**src/rtl/tpp_pkg.sv**
```systemverilog
package tpp_pkg;
  typedef enum logic [1:0] {
    MODE_PACED = 2'd0,
    MODE_BWR   = 2'd1,
    MODE_BRD   = 2'd2,
    MODE_RSV   = 2'd3
  } modeT;

  typedef struct packed {
    logic load;
    logic ptrInc;
    logic cntDec;
    logic dlyLoad;
    logic dlyDec;
  } strobeT;
endpackage

```
**src/rtl/tpp_datapath.sv**
```systemverilog
module tpp_datapath
  import tpp_pkg::*;
#(
  parameter int ADDR_W     = 8,
  parameter int LEN_W      = 8,
  parameter int REG_W      = 3,
  parameter int CLK_PER_US = 100
) (
  input  logic              clk,
  input  logic              rstN,
  input  strobeT            stb,
  input  logic [REG_W-1:0]  cmdReg,
  input  logic [LEN_W-1:0]  cmdLen,
  input  logic [ADDR_W-1:0] cmdBase,
  input  logic [7:0]        cmdMask,
  input  logic [7:0]        memRdData,
  input  logic [7:0]        regRdData,
  output logic [ADDR_W-1:0] memAddr,
  output logic [7:0]        memWrData,
  output logic [REG_W-1:0]  regSel,
  output logic [7:0]        regWrData,
  output logic              cntIsOne,
  output logic              dlyIsOne,
  output logic              dlyByteZero
);
  localparam int DLY_W = 8 + $clog2(CLK_PER_US + 1);
  localparam logic [DLY_W-1:0] TICKS = DLY_W'(CLK_PER_US);

  logic [ADDR_W-1:0] ptrQ;
  logic [LEN_W-1:0]  cntQ;
  logic [DLY_W-1:0]  dlyQ;
  logic [REG_W-1:0]  selQ;
  logic [7:0]        maskQ;

  always_ff @(posedge clk) begin
    if (!rstN) begin
      ptrQ  <= '0;
      cntQ  <= '0;
      selQ  <= '0;
      maskQ <= '0;
    end else if (stb.load) begin
      ptrQ  <= cmdBase;
      cntQ  <= cmdLen;
      selQ  <= cmdReg;
      maskQ <= cmdMask;
    end else begin
      if (stb.ptrInc) ptrQ <= ptrQ + 1'b1;
      if (stb.cntDec) cntQ <= cntQ - 1'b1;
    end
  end

  always_ff @(posedge clk) begin
    if (!rstN)            dlyQ <= '0;
    else if (stb.dlyLoad) dlyQ <= DLY_W'(memRdData) * TICKS;
    else if (stb.dlyDec)  dlyQ <= dlyQ - 1'b1;
  end

  assign memAddr     = ptrQ;
  assign memWrData   = regRdData & maskQ;
  assign regSel      = selQ;
  assign regWrData   = memRdData;
  assign cntIsOne    = (cntQ == LEN_W'(1));
  assign dlyIsOne    = (dlyQ == DLY_W'(1));
  assign dlyByteZero = (memRdData == 8'h00);


  cmd_hold_chk: assert property (@(posedge clk) disable iff (!rstN)
    !stb.load |=> $stable(selQ) && $stable(maskQ));

  dly_live_chk: assert property (@(posedge clk) disable iff (!rstN)
    stb.dlyDec |-> dlyQ != '0);

  ptr_wrap_chk: assert property (@(posedge clk) disable iff (!rstN)
    (stb.ptrInc && !stb.load && ptrQ == '1) |=> ptrQ == '0);
endmodule

```
**src/rtl/tpp_control.sv**
```systemverilog
module tpp_control
  import tpp_pkg::*;
#(
  parameter int LEN_W = 8
) (
  input  logic             clk,
  input  logic             rstN,
  input  logic             start,
  input  logic [1:0]       cmdMode,
  input  logic [LEN_W-1:0] cmdLen,
  input  logic             cntIsOne,
  input  logic             dlyIsOne,
  input  logic             dlyByteZero,
  output strobeT           stb,
  output logic             regWrEn,
  output logic             regRdEn,
  output logic             memWrEn,
  output logic             done
);
  typedef enum logic [2:0] {
    S_IDLE, S_PWR, S_PDLY, S_PWAIT, S_BWR, S_BRD, S_DONE
  } stateT;

  stateT state, nextState;
  logic  lastStep;

  assign lastStep = cntIsOne;

  always_comb begin
    nextState = state;
    stb       = '0;
    regWrEn   = 1'b0;
    regRdEn   = 1'b0;
    memWrEn   = 1'b0;
    done      = 1'b0;
    unique case (state)
      S_IDLE: if (start) begin
        stb.load = 1'b1;
        if (cmdLen == '0) nextState = S_DONE;
        else begin
          unique case (modeT'(cmdMode))
            MODE_PACED: nextState = S_PWR;
            MODE_BWR:   nextState = S_BWR;
            MODE_BRD:   nextState = S_BRD;
            default:    nextState = S_DONE;
          endcase
        end
      end
      S_PWR: begin
        regWrEn    = 1'b1;
        stb.ptrInc = 1'b1;
        nextState  = S_PDLY;
      end
      S_PDLY: begin
        stb.ptrInc = 1'b1;
        if (dlyByteZero) begin
          stb.cntDec = 1'b1;
          nextState  = lastStep ? S_DONE : S_PWR;
        end else begin
          stb.dlyLoad = 1'b1;
          nextState   = S_PWAIT;
        end
      end
      S_PWAIT: begin
        stb.dlyDec = 1'b1;
        if (dlyIsOne) begin
          stb.cntDec = 1'b1;
          nextState  = lastStep ? S_DONE : S_PWR;
        end
      end
      S_BWR: begin
        regWrEn    = 1'b1;
        stb.ptrInc = 1'b1;
        stb.cntDec = 1'b1;
        if (lastStep) nextState = S_DONE;
      end
      S_BRD: begin
        regRdEn    = 1'b1;
        memWrEn    = 1'b1;
        stb.ptrInc = 1'b1;
        stb.cntDec = 1'b1;
        if (lastStep) nextState = S_DONE;
      end
      S_DONE: begin
        done      = 1'b1;
        nextState = S_IDLE;
      end
      default: nextState = S_IDLE;
    endcase
  end

  always_ff @(posedge clk) begin
    if (!rstN) state <= S_IDLE;
    else       state <= nextState;
  end


  done_pulse_chk: assert property (@(posedge clk) disable iff (!rstN)
    done |=> !done);

  done_quiet_chk: assert property (@(posedge clk) disable iff (!rstN)
    done |-> !regWrEn && !regRdEn && !memWrEn);
endmodule

```
**src/rtl/tpp_top.sv**
```systemverilog
module tpp_top
  import tpp_pkg::*;
#(
  parameter int ADDR_W     = 8,
  parameter int LEN_W      = 8,
  parameter int REG_W      = 3,
  parameter int CLK_PER_US = 100
) (
  input  logic              clk,
  input  logic              rstN,
  input  logic              start,
  input  logic [1:0]        cmdMode,
  input  logic [REG_W-1:0]  cmdReg,
  input  logic [LEN_W-1:0]  cmdLen,
  input  logic [ADDR_W-1:0] cmdBase,
  input  logic [7:0]        cmdMask,
  output logic [ADDR_W-1:0] memAddr,
  input  logic [7:0]        memRdData,
  output logic              memWrEn,
  output logic [7:0]        memWrData,
  output logic              regWrEn,
  output logic              regRdEn,
  output logic [REG_W-1:0]  regSel,
  output logic [7:0]        regWrData,
  input  logic [7:0]        regRdData,
  output logic              done
);
  strobeT stb;
  logic   cntIsOne, dlyIsOne, dlyByteZero;

  tpp_control #(.LEN_W(LEN_W)) ctrl_i (
    .clk(clk), .rstN(rstN), .start(start), .cmdMode(cmdMode), .cmdLen(cmdLen),
    .cntIsOne(cntIsOne), .dlyIsOne(dlyIsOne), .dlyByteZero(dlyByteZero),
    .stb(stb), .regWrEn(regWrEn), .regRdEn(regRdEn), .memWrEn(memWrEn),
    .done(done)
  );

  tpp_datapath #(
    .ADDR_W(ADDR_W), .LEN_W(LEN_W), .REG_W(REG_W), .CLK_PER_US(CLK_PER_US)
  ) dp_i (
    .clk(clk), .rstN(rstN), .stb(stb), .cmdReg(cmdReg), .cmdLen(cmdLen),
    .cmdBase(cmdBase), .cmdMask(cmdMask), .memRdData(memRdData),
    .regRdData(regRdData), .memAddr(memAddr), .memWrData(memWrData),
    .regSel(regSel), .regWrData(regWrData), .cntIsOne(cntIsOne),
    .dlyIsOne(dlyIsOne), .dlyByteZero(dlyByteZero)
  );


  addr_step_chk: assert property (@(posedge clk) disable iff (!rstN)
    (regWrEn && $past(regWrEn)) |-> memAddr == ADDR_W'($past(memAddr) + 1'b1));

  read_store_chk: assert property (@(posedge clk) disable iff (!rstN)
    (memWrEn && $past(memWrEn)) |-> memAddr == ADDR_W'($past(memAddr) + 1'b1));
endmodule

```
**config.mk**
```make
export PLATFORM = sky130hd
export DESIGN_NAME = tpp_top
export DESIGN_NICKNAME = d
export VERILOG_FILES = /design/src/rtl/tpp_pkg.sv /design/src/rtl/tpp_datapath.sv /design/src/rtl/tpp_control.sv /design/src/rtl/tpp_top.sv
export SDC_FILE = /design/constraint.sdc
export NUM_CORES = 1
export LEC_CHECK = 0
export ABC_CLOCK_PERIOD_IN_PS = 3600
export BUFFER_PORTS_ARGS = -buffer_cell sky130_fd_sc_hd__buf_2
export CORE_MARGIN = 2
export CORE_UTILIZATION = 50
export DETAILED_ROUTE_END_ITERATION = 8
export MAX_ROUTING_LAYER = met4
export PLACE_DENSITY_LB_ADDON = 0.1
export SETUP_SLACK_MARGIN = 0.2
export SLEW_MARGIN = 40
export SYNTH_ARGS = -nofsm -noshare
export SYNTH_HDL_FRONTEND = slang
export SYNTH_SLANG_ARGS = --single-unit
```
**constraint.sdc**
```tcl
create_clock -name clk -period 3.6 [get_ports clk]
set_input_delay 0.18 -clock clk [delete_from_list [all_inputs] [get_ports clk]]
set_output_delay 0.18 -clock clk [all_outputs]
set_load 0.05 [all_outputs]
```
# Word-level counts from Yosys, hierarchy flattened

Cells that the tools add are included.

Output and inout port bits: 31
Input port bits: 48
Memory bits (writable): 0
Latch bits: 0
Logic and storage cells: 64
Bits in registers: 45
Memory bits (read-only): 0
Memories: 0

Bitwise gates (word level): 2
Reduce and logical (&&, ||, !) cells: 12
Add/sub/neg operators: 3
Eq/ne operators: 13
Order comparisons: 0
Shift-type cells: 0
Divide/modulo/power cells: 0
Mux-type cells: 26
Multipliers: 1

Operator list:

| operator                                                                 | number |
|---|---|
| 8-bit 2-to-1 mux                                                         | 4 |
| 15-bit 2-to-1 mux                                                        | 2 |
| 3-bit 2-to-1 mux                                                         | 6 |
| 8-bit logical NOT                                                        | 2 |
| 15-bit by 1-bit equality test with 1-bit output (second input constant)  | 1 |
| 3-bit one-hot mux with 5 select lines                                    | 1 |
| 15-bit by 1-bit subtractor with 15-bit output (second input constant)    | 1 |
| 8-bit by 5-bit multiplier with 13-bit output (second input constant)     | 1 |
| 1-bit 2-to-1 mux                                                         | 11 |
| 3-bit equality test (second input constant)                              | 3 |
| 3-bit one-hot mux with 3 select lines                                    | 1 |
| 8-bit by 1-bit adder with 8-bit output (second input constant)           | 1 |
| 8-bit AND                                                                | 1 |
| 8-bit by 1-bit equality test with 1-bit output (second input constant)   | 1 |
| 8-bit by 1-bit subtractor with 8-bit output (second input constant)      | 1 |
| 3-bit by 2-bit equality test with 1-bit output (second input constant)   | 2 |
| 2-bit nonzero test                                                       | 3 |
| 2-bit OR reduction                                                       | 3 |
| 2-bit by 1-bit inequality test with 1-bit output (second input constant) | 2 |
| 4-bit OR reduction                                                       | 1 |
| 3-bit by 1-bit equality test with 1-bit output (second input constant)   | 1 |
| 3-bit logical NOT                                                        | 1 |
| 1-bit one-hot mux with 3 select lines                                    | 1 |
| 3-bit AND reduction                                                      | 1 |
| other kinds (5)                                                          | 5 |

# Longest topological paths before layout

Depth after elaboration: 5
Gate-level depth with buffers: 12
Mapped depth without buffers: 12

# Hierarchy

A second synthesis with hierarchy kept.

Cells, all modules: 379
Area total of the unflattened synthesis: 3291.9 um^2

By module, submodules not included:

| module       | instances | cells each | area each (um^2) | seq. area each (um^2) |
|---|---|---|---|---|
| tpp_datapath | 1         | 330        | 2911.5           | 840.8 |
| tpp_control  | 1         | 49         | 380.4            | 60.1 |

# Worst setup path after synthesis

Ideal clock, no wire load.

Path kind: input port to flip-flop
Start: input port memRdData[2]
End: register dp_i.dlyQ[14]
Cell stages on the path: 10
Setup time: 139 ps
Setup slack: 1088 ps
Arrival time: 2373 ps
Buffers on the path: 0
Required time: 3461 ps
Path through: inv_1 > ha_1 > ha_1 > fa_1 > ha_1 > a21oi_1 > o211ai_1 > o41a_1 > nand3_1 > o221ai_1

Longest elaborated chain between the ends: 4
Elaborated cells between the ends (all ways): 6
Those cells by class: 1 x mul; 3 x mux; 2 x reduce/logical

RTL lines:

| item                                                                                                 | line               | RTL |
|---|---|---|
| start: declaration                                                                                   | tpp_top.sv:18      | `input logic [7:0] memRdData,` |
| parallel branches: the longest is 4 deep, another holds 8-bit by 5-bit multiplier with 13-bit output | -                  |  |
| end signal: assignment                                                                               | tpp_datapath.sv:54 | `else if (stb.dlyLoad) dlyQ <= DLY_W'(memRdData) * TICKS;` |
| end signal: assignment                                                                               | tpp_datapath.sv:55 | `else if (stb.dlyDec) dlyQ <= dlyQ - 1'b1;` |
| end: declaration                                                                                     | tpp_datapath.sv:31 | `logic [DLY_W-1:0] dlyQ;` |

Several ways; the timed one is not identified.
A chain may end at the register's enable or synchronous reset.

# Final worst setup path

Ends and elaborated chain as after synthesis.

==> metrics.md <==
| Metric | Value |
|---|---|
| EDFF count, synth | `0` |
| # IOs | `79` |
| Clk network pwr share | `13.2%` |
| Core box area | `6680 sq um` |
| Total negative slack | `0 ns` |
| IO Port Bufs | `78` |
| CP required | `3.78 ns` |
| Ys Warns | `0` |
| CTS sink count | `45` |
| Placed Area | `3740 sq um` |
| F_max | `0.403 GHz` |
| Largest net degree at the start of global routing | `32` |
| Most frequent cells in the layout | `buf_2 (78), nand2_1 (51), a21oi_1 (45), dfxtp_1 (45), ha_1 (38)` |
| Number of global-route vias before repair | `3041` |
| Crit Path Class | `input pin to flop` |
| Post-synth top flop | `dfxtp_1` |
| Type of the tightest min-delay check | `input pin to flop` |
| Commonest non-fill, non-tap cell in the layout | `buf_2` |
| Ant diodes | `0` |
| GRT overflow | `0` |
| Slew @ Worst Pin | `0.769 ns` |
| R2r setup slk | `1.24 ns` |
| Synthesized area | `3400 sq um` |
| Cells after Synth | `429` |
| Final setup vio count | `0` |
| Dpl hpwl | `6060 um` |
| Final net count | `574` |
| Post-layout min period | `2.48 ns` |
| Number of iterations in the first detailed-routing pass | `4` |
| Power Internal | `1.44 mW` |
| Worst slew margin | `48.1%` |
| Root buf cell | `clkbuf_8` |
| Worst Path Max Fanout | `5` |
| Deepest clock path buffer count | `2` |
| R2R cell count | `5` |
| Layout area overhead | `13.2%` |
| First-pass GRT wire length | `13700 um` |
| RSZ-0062 raised after global routing | `false` |
| Worst vdd ir | `0.411 mV` |
| Post-Syn Area per Cell | `7.92 sq um` |
| Worst-Skew Late Latency | `0.30 ns` |
| Hold Path Depth | `3` |
| Initial antenna violation count | `0` |
| Share of cells above drive strength 1 | `20.6%` |
| Min-delay src | `cmdReg[0]` |
| Vias after detailed routing | `3250` |
| Total CTS buffers | `5` |
| Max-slew violations | `0` |
| Antenna viol nets, final | `0` |
| Seq/Total Area, Yosys | `26.5%` |
| Comb power frac | `56.5%` |
| Reg-to-reg endpoint | `dp_i.dlyQ[13]` |
| Synthesized net count | `518` |
| #FFs+latches synth | `45` |
| # DRC | `0` |
| Post-route cell area | `3850 sq um` |
| Sw Share | `49.7%` |
| Crit path capture type | `flop` |
| Asr flop ratio synth | `0%` |
| Final Cycle Share | `68.9%` |
| P_sw | `1.43 mW` |
| Starting Density | `50.9%` |
| GRT Util Overall | `23.0%` |
| Starting DRC count in detailed routing | `164` |
| Seq pwr share | `30.2%` |
| Setup Skew | `0.00819 ns` |
| Die height | `86.4 um` |
| Cell variety after synth | `65` |
| H-tree Lvls | `2` |
| FF-to-FF Start | `ctrl_i.state[0]` |
| MaxCap Viol Count | `0` |
| CTS tree | `built` |
| Routed WL | `8000 um` |
| Status | `complete, no violations` |
| Hold_buf cts | `0` |
| Chip Width | `86.4 um` |
| Post-CTS Setup Inserts | `0` |
| Wire length per cell | `14.2 um` |
| Worst EP arrival | `2.66 ns` |
| P per Cell Area | `746 nW/um^2` |
| Number of gates resized after cts | `0` |
| Site Rows | `30` |
| Startpoint Class | `input pin` |
| Leak | `1.71 nW` |
| GPL Wtd Cong | `0.870` |
| Min-Delay Endpoint | `dp_i.regSel[0]` |
| Reg clk slew, reported paths | `0.09 ns` |
| Die Area | `7470 sq um` |
| Via density | `5.75` |
| Hold Violations, Final | `0` |
==> worst max path at each step <==
stage,start,to,slack [ns],cells after the start
2_1_floorplan,memRdData[2],dp_i.dlyQ[14],1.09,10
3_3_place_gp,memRdData[2],dp_i.dlyQ[14],0.85,11
3_5_place_dp,memRdData[2],dp_i.dlyQ[14],0.79,11
4_1_cts,memRdData[2],dp_i.dlyQ[14],1.10,11
5_1_grt,memRdData[2],dp_i.dlyQ[14],0.88,11
6_report,memRdData[2],dp_i.dlyQ[14],1.12,11
==> per-layer routing <==
layer	share of wire (%)	wire length (um)	global-route usage, %
met1	47	3720	28.7
met2	49	3890	38.8
met3	3.7	292	3.43
met4	1.1	85	6.25
met5	0	0	-
==> state kept, by name, indices dropped and copies added (netlist names) <==
signal and flops:
dp_i.regSel 3, dp_i.cntQ 8, dp_i.dlyQ 15, ctrl_i.state 3
dp_i.memAddr 8, dp_i.maskQ 8
==> synth_stat cells (all sizes together) (9+ instances only) <==
cell type  instances  area share, %
nand2             51            5.6
a21oi             45            6.6
dfxtp             45             27
ha                38             14
o21ai             27            4.0
nor2              26            2.9
inv               21            2.3
buf               18            3.6
nand3             17            2.5
clkbuf            13            1.4
and2              12            2.2
nor3               9            1.3
or3                9            1.7
==> metrics by stage <==
step | worst slack (ns) | hold slack (ns) | power, mW | utilization (%) | std cells
detailed placement | 0.785 | 0.429 | 2.49 | 56.0 | 558
floorplan | 1.09 | 0.316 | 2.16 | - | 429
global placement | 0.853 | 0.422 | 2.46 | 56.0 | 558
finish | 1.12 | 0.111 | 2.87 | 57.6 | 565
CTS | 1.10 | 0.108 | 2.87 | 57.6 | 565
global route | 0.879 | 0.111 | 3.10 | 57.6 | 565
==> area by class of cell <==
type / instances / area [sq um]
multi-input cells: 332 / 2260
well taps: 80 / 100
clock inverters: 2 / 35.0
fillers: 666 / 2840
flip-flops and latches: 45 / 901
clock buffers: 5 / 68.8
repair buffers: 80 / 405
inverters: 21 / 78.8
==> logic make-up after synthesis <==
family	after synthesis	share of synthesized area (%)
AO/OA/AOI/OAI	122	23.2
XOR/XNOR	7	1.80
flip-flops	45	26.5
adder cells (fa/ha/maj)	41	15.8
AND/OR/NAND/NOR	158	24.1
multiplexers	4	1.29
buffers and inverters	52	7.33
==> worst max-delay path, cell delays in order <==
cell and delay (ns):
buf_2 0.12, inv_1 0.05, ha_1 0.28, ha_1 0.31, fa_1 0.46, ha_1 0.36, a21oi_1 0.20, o211ai_1 0.15
o41a_1 0.34, nand3_1 0.09, o221ai_1 0.11
==> power by group through the flow <==
stage                     registers, mW  clock network (mW)  logic, mW
final                             0.867               0.379       1.62
after detailed placement          0.875                   0       1.61
after CTS                         0.866               0.384       1.62
after floorplan                   0.939                   0       1.22
after global routing              0.899               0.401       1.80
after global placement            0.871                   0       1.59
No activity file was read; power rests on OpenSTA's default activity.
